<file path="src/rtl/spireg_crc8.sv">
`timescale 1ns/1ps
module spireg_crc8 #(
  parameter logic [31:0] ID_VALUE = 32'h0283_BC91,
  parameter int N_SCRATCH = 4,
  parameter int SCRATCH_BASE = 16,
  parameter int ID_ADDR = 1,
  parameter int STAT_ADDR = 9
) (
  input  logic clk,
  input  logic rst_n,
  input  logic crc_on,
  input  logic spi_sclk,
  input  logic spi_cs_n,
  input  logic spi_mosi,
  output logic spi_miso,
  output logic crc_err
);
  localparam int ADDR_W = 13;
  localparam logic [6:0] HDR_BITS = 7'd16;

  function automatic logic [7:0] crc8_word(input logic [31:0] w);
    logic [7:0] c;
    c = 8'h00;
    for (int i = 31; i >= 0; i--) c = {c[6:0], 1'b0} ^ ((c[7] ^ w[i]) ? 8'h07 : 8'h00);
    return c;
  endfunction

  logic [2:0] sck_q;
  logic [1:0] cs_q, mosi_q;
  logic active_d, crc_mode, rd_go, wr_go, err;
  logic [6:0] bitcnt;
  logic [7:0] crc_r;
  logic [30:0] sh;
  logic [15:0] hdr;
  logic [ADDR_W-1:0] waddr;
  logic [31:0] wbuf;
  logic [39:0] tx_sr;
  logic [31:0] scr [N_SCRATCH];

  always_ff @(posedge clk or negedge rst_n)
    if (!rst_n) begin
      sck_q <= '0; cs_q <= 2'b11; mosi_q <= '0;
    end else begin
      sck_q <= {sck_q[1:0], spi_sclk};
      cs_q <= {cs_q[0], spi_cs_n};
      mosi_q <= {mosi_q[0], spi_mosi};
    end

  wire sck_rise = sck_q[1] & ~sck_q[2];
  wire sck_fall = ~sck_q[1] & sck_q[2];
  wire active = ~cs_q[1];
  wire start = active & ~active_d;
  wire bit_in = mosi_q[1];

  wire [7:0] crc_nx = {crc_r[6:0], 1'b0} ^ ((crc_r[7] ^ bit_in) ? 8'h07 : 8'h00);
  wire [6:0] cnt_nx = (bitcnt == 7'h7F) ? bitcnt : bitcnt + 7'd1;
  wire [31:0] word_in = {sh, bit_in};
  wire [15:0] hdr_now = (bitcnt == HDR_BITS - 7'd1) ? word_in[15:0] : hdr;
  wire [6:0] p_len = crc_mode ? 7'd24 : HDR_BITS;
  wire [ADDR_W-1:0] rd_addr = hdr_now[ADDR_W-1:0];
  wire hdr_good = hdr_now[15] && (!crc_mode || crc_nx == 8'h00);
  wire at_hdr = sck_rise && cnt_nx == p_len;
  wire at_wdata = sck_rise && cnt_nx == p_len + 7'd32;
  wire at_wcrc = sck_rise && crc_mode && cnt_nx == p_len + 7'd40;
  wire wr_fire = wr_go && (crc_mode ? (at_wcrc && crc_nx == 8'h00) : at_wdata);
  wire set_err = crc_mode && ((at_hdr && crc_nx != 8'h00) || (wr_go && at_wcrc && crc_nx != 8'h00));
  wire [31:0] wr_data = crc_mode ? wbuf : word_in;
  wire unused_flag = hdr_now[14];

  logic [31:0] rd_val;
  always_comb begin
    rd_val = '0;
    if (rd_addr == ADDR_W'(ID_ADDR)) rd_val = ID_VALUE;
    if (rd_addr == ADDR_W'(STAT_ADDR)) rd_val = {31'b0, err};
    for (int i = 0; i < N_SCRATCH; i++)
      if (rd_addr == ADDR_W'(SCRATCH_BASE + i)) rd_val = scr[i];
  end

  always_ff @(posedge clk or negedge rst_n)
    if (!rst_n) begin
      active_d <= 1'b0; crc_mode <= 1'b0; bitcnt <= '0; crc_r <= '0; sh <= '0;
      hdr <= '0; waddr <= '0; wbuf <= '0; tx_sr <= '0; rd_go <= 1'b0; wr_go <= 1'b0;
      err <= 1'b0;
    end else begin
      active_d <= active;
      if (start) crc_mode <= crc_on;
      if (!active) begin
        bitcnt <= '0; crc_r <= '0; rd_go <= 1'b0; wr_go <= 1'b0; tx_sr <= '0;
      end else begin
        if (sck_rise) begin
          bitcnt <= cnt_nx;
          sh <= word_in[30:0];
          crc_r <= (cnt_nx == p_len) ? 8'h00 : crc_nx;
          if (cnt_nx == HDR_BITS) hdr <= hdr_now;
          if (at_hdr) begin
            rd_go <= hdr_good & ~hdr_now[13];
            wr_go <= hdr_good & hdr_now[13];
            waddr <= rd_addr;
            if (hdr_good && !hdr_now[13]) tx_sr <= {rd_val, crc8_word(rd_val)};
          end
          if (at_wdata) wbuf <= word_in;
        end
        if (sck_fall && rd_go && bitcnt >= p_len + 7'd9) tx_sr <= {tx_sr[38:0], 1'b0};
      end
      if (set_err) err <= 1'b1;
      else if (wr_fire && waddr == ADDR_W'(STAT_ADDR) && wr_data[0]) err <= 1'b0;
    end

  always_ff @(posedge clk or negedge rst_n)
    if (!rst_n) begin
      for (int i = 0; i < N_SCRATCH; i++) scr[i] <= '0;
    end else begin
      for (int i = 0; i < N_SCRATCH; i++)
        if (wr_fire && waddr == ADDR_W'(SCRATCH_BASE + i)) scr[i] <= wr_data;
    end

  assign spi_miso = rd_go & tx_sr[39];
  assign crc_err = err;
endmodule

</file>
<file path="config.mk">
export PLATFORM = sky130hd
export DESIGN_NAME = spireg_crc8
export DESIGN_NICKNAME = d
export VERILOG_FILES = /design/src/rtl/spireg_crc8.sv
export SDC_FILE = /design/constraint.sdc
export NUM_CORES = 1
export LEC_CHECK = 0
export ABC_AREA = 0
export ABC_CLOCK_PERIOD_IN_PS = 12700
export BUFFER_PORTS_ARGS = -buffer_cell sky130_fd_sc_hd__clkbuf_2
export CORE_ASPECT_RATIO = 1.1
export CORE_MARGIN = 8
export CORE_UTILIZATION = 60
export CTS_CLUSTER_DIAMETER = 100
export DETAILED_ROUTE_END_ITERATION = 6
export PLACE_DENSITY = 0.78
export SETUP_SLACK_MARGIN = 0.2
export SYNTH_ARGS = -nofsm -noshare
export SYNTH_HDL_FRONTEND = slang
export SYNTH_SLANG_ARGS = --single-unit
</file>
<file path="constraint.sdc">
create_clock -name clk -period 12.7 [get_ports clk]
set_clock_uncertainty 0.1 [all_clocks]
set_input_delay 1.905 -clock clk [delete_from_list [all_inputs] [get_ports clk]]
set_output_delay 1.905 -clock clk [all_outputs]
set_load 0.02 [all_outputs]
</file>
==> flow_metrics.py <==
metrics = {
    "logic_synthesis": {
        "synth_edf_count": 0,
        "yosysSeqAreaShare": 0.496,
        "synth_compound_area_frac": 0.169,
        "synth-simple-area-share": 0.121,
        "syn_inst": 1358,
        "synth_top_family_by_area": "compound AO/OA/AOI/OAI gates",
        "synthMuxAreaShare": 0.105,
        "ys.flop_type": "dfrtp_1",
        "synth-xor-area-share": 0.0736,
        "synth.distinct_cells": 86,
        "yosysWarnings": 0,
        "ys_ff_latch": 286,
        "syn_area_per_cell_sq_um": 10.6,
        "syn-num-nets": 1370,
        "async_flop_share": 1.00,
        "synth_fa_ha_area_frac": 0.00520,
        "syn-cell-area_sq_um": 14400,
    },
    "place": {
        "gp_congestion": 0.939,
        "dpl.hpwl_um": 23500,
        "port_buffers": 7,
    },
    "drt": {
        "drtAntennaViolNets": 0,
        "dr.pass1.iters": 6,
        "dr_total_vias": 10400,
        "wirelength_um": 34900,
        "drtIter0Drc": 1186,
        "drc": 0,
        "wl_per_cell_um": 21.2,
        "avgViaCountPerCell": 6.31,
    },
    "final_layout": {
        "drive_gt1_frac": 0.160,
        "nFillCells": 1819,
        "final_common_cell": "dfrtp_1",
        "nets": 1336,
        "mostFrequentLayoutCells": "dfrtp_1 (283), nand2_1 (222), o21ai_0 (163)",
        "antenna_cells": 0,
        "syn_to_final_growth_pct": 8.83,
    },
    "outcome": {
        "status": "completed",
    },
    "die": {
        "rows": 59,
        "die_area_sq_um": 29300,
        "start_util": 0.611,
        "die_w_um": 164,
        "dieHeight_um": 179,
        "io_pins": 8,
        "core-area_sq_um": 23600,
    },
    "timing": {
        "drv_slew": 0,
        "hold_viol": 0,
        "setup_viol": 0,
        "hold_slack_ns": 0.252,
        "period_needed_ns": 5.49,
        "worst_slew_pin_slew_ns": 1.15,
        "max_freq_mhz": 182,
        "period_share": 0.432,
        "slew_headroom": 0.234,
        "rsz0062_at_grt": "false",
        "finalSetupTns_ns": 0,
    },
    "clock_tree": {
        "clk_pin_slew_ns": 0.06,
        "hold_buffers": 0,
        "clock_sinks": 286,
        "htreeDepth": 1,
        "cts-buffers-inserted": 29,
        "post_cts_resized": 0,
        "insertion_delay_ns": 0.55,
        "clockBufferDepth": 3,
        "cts_setup_buffers": 0,
        "cts_tree": "done",
        "cts-root-buf": "clkbuf_16",
    },
    "global_routing": {
        "antenna_found_initial": 0,
        "grt_max_degree": 163,
        "grt-ovfl-total": 0,
        "grt_pass1_vias": 10300,
        "grt_usage": 0.245,
        "grt_pass1_wl_um": 57300,
    },
    "setup_path": {
        "worstSetupPathType": "flop to flop",
        "crit_path_max_incr_delay_ns": 0.59,
        "cp_cell_sequence": "ha_1, and3_1, nand2_2, o21a_1, or3_1, buf_4, a31oi_1, xnor3_1, xnor2_2, xnor3_1, xnor2_2, xnor3_1, o31ai_2",
        "required_ns": 13.04,
        "crit_family": "XOR/XNOR gates",
        "crit_path_start_kind": "flop",
        "worstPathMaxFanout": 23,
        "critPathArrivalTime_ns": 5.84,
        "endpoint_kind": "flop",
        "cpMostUsedCell": "xnor3_1",
        "crit_path_top_delay_cell": "and3_1",
        "cp_num_buf_inv": 1,
    },
    "run": {
        "maxCapViolations": 0,
    },
    "pwr": {
        "p_leak_nw": 6.98,
        "ir_worst_vdd_uv": 117,
        "p_per_area_nw_per_um2": 127,
    },
    "hold_path": {
        "hp-class": "flop to flop",
    },
}
kinds of logic (layout without fill, tap and decap cells):
kind of cell / count (synthesis) / in the layout
buffers and inverters: 103 / 91
muxes: 141 / 141
xor gates and xnor gates: 80 / 80
adders and majority gates: 6 / 6
AOI/OAI and AO/OA: 363 / 363
and+or+nand+nor: 379 / 379
DFF: 286 / 286
report_power, final:
group / internal, W / total (W) / switching (W)
Clock: 0.000576 / 0.000946 / 0.000370
Combinational: 0.0000309 / 0.0000984 / 0.0000675
Sequential: 0.000925 / 0.000958 / 0.0000335
Total: 0.00153 / 0.00200 / 0.000471
layout make-up:
cell class,count,area [sq um],area share
clock buffer,35,808,0.0515
clock inverter,18,264,0.0168
inverter,13,48.8,0.00311
multi-input combinational,969,6850,0.436
sequential,286,7160,0.456
tap,305,382,0.0243
timing repair buffer,25,193,0.0123
synth_stat cells, drive strengths merged, types with 8 or more instances:
cell	count	area, sq um
xnor3	11	248
nor2	56	226
clkbuf	72	270
nor3	10	77.6
nor4	14	100
a22o	11	96.3
nand2	225	847
inv	13	48.8
xor2	18	173
o31ai	29	223
and3	11	68.8
mux2	78	878
nand2b	8	50.1
o2111ai	11	96.3
a31oi	17	191
buf	18	128
xnor2	48	571
a21boi	12	90.1
o41ai	8	70.1
dfrtp	284	7110
nand3	19	100
a22oi	10	75.1
o21ai	175	880
a21oi	32	160
mux2i	63	631
metal layers:
metal,GRT usage,vias up,wire length (um)
li1,-,4808,-
met1,0.339,5195,15400
met2,0.395,360,16500
met3,0.0363,56,2170
met4,0.0728,0,862
met5,0,-,0
sequential cells by signal (all words and copies together) (netlist names):
| signal | cells |
|---|---|
| sh | 31 |
| scr | 128 |
| sck_q | 3 |
| wr_go | 1 |
| rd_go | 1 |
| crc_err | 1 |
| mosi_q | 2 |
| wbuf | 32 |
| active_d | 1 |
| crc_r | 8 |
| bitcnt | 7 |
| tx_sr | 40 |
| crc_mode | 1 |
| waddr | 13 |
| hdr | 15 |
| cs_q | 2 |
stage by stage:
step,area (sq um),power [W],util,setup WS [ns],instances
after detailed placement,14600,0.00107,0.620,7.32,1598
after floorplan,14400,0.00102,-,8.69,1358
final,15700,0.00200,0.665,7.21,1651
after global routing,15700,0.00206,0.665,6.89,1651
after CTS,15700,0.00201,0.665,7.29,1651
after global placement,14600,0.00107,0.620,7.44,1598
final timing paths:
kind                                  startpoint                   end  slack [ns]  cells past startpoint
setup / recovery           bitcnt[0]$_DFFE_PN0P_  tx_sr[0]$_DFFE_PN0P_        7.21                     13
hold / removal               mosi_q[0]$_DFF_PN0_   mosi_q[1]$_DFF_PN0_        0.25                      0
setup reg to reg           bitcnt[0]$_DFFE_PN0P_  tx_sr[0]$_DFFE_PN0P_        7.21                     13
hold reg to reg              mosi_q[0]$_DFF_PN0_   mosi_q[1]$_DFF_PN0_        0.25                      0
max in group asynchronous                  rst_n  scr[117]$_DFFE_PN0P_        9.71                      2
min in group asynchronous                  rst_n  crc_r[4]$_DFFE_PN0P_        1.34                      1
No activity file was read; power rests on OpenSTA's default activity.
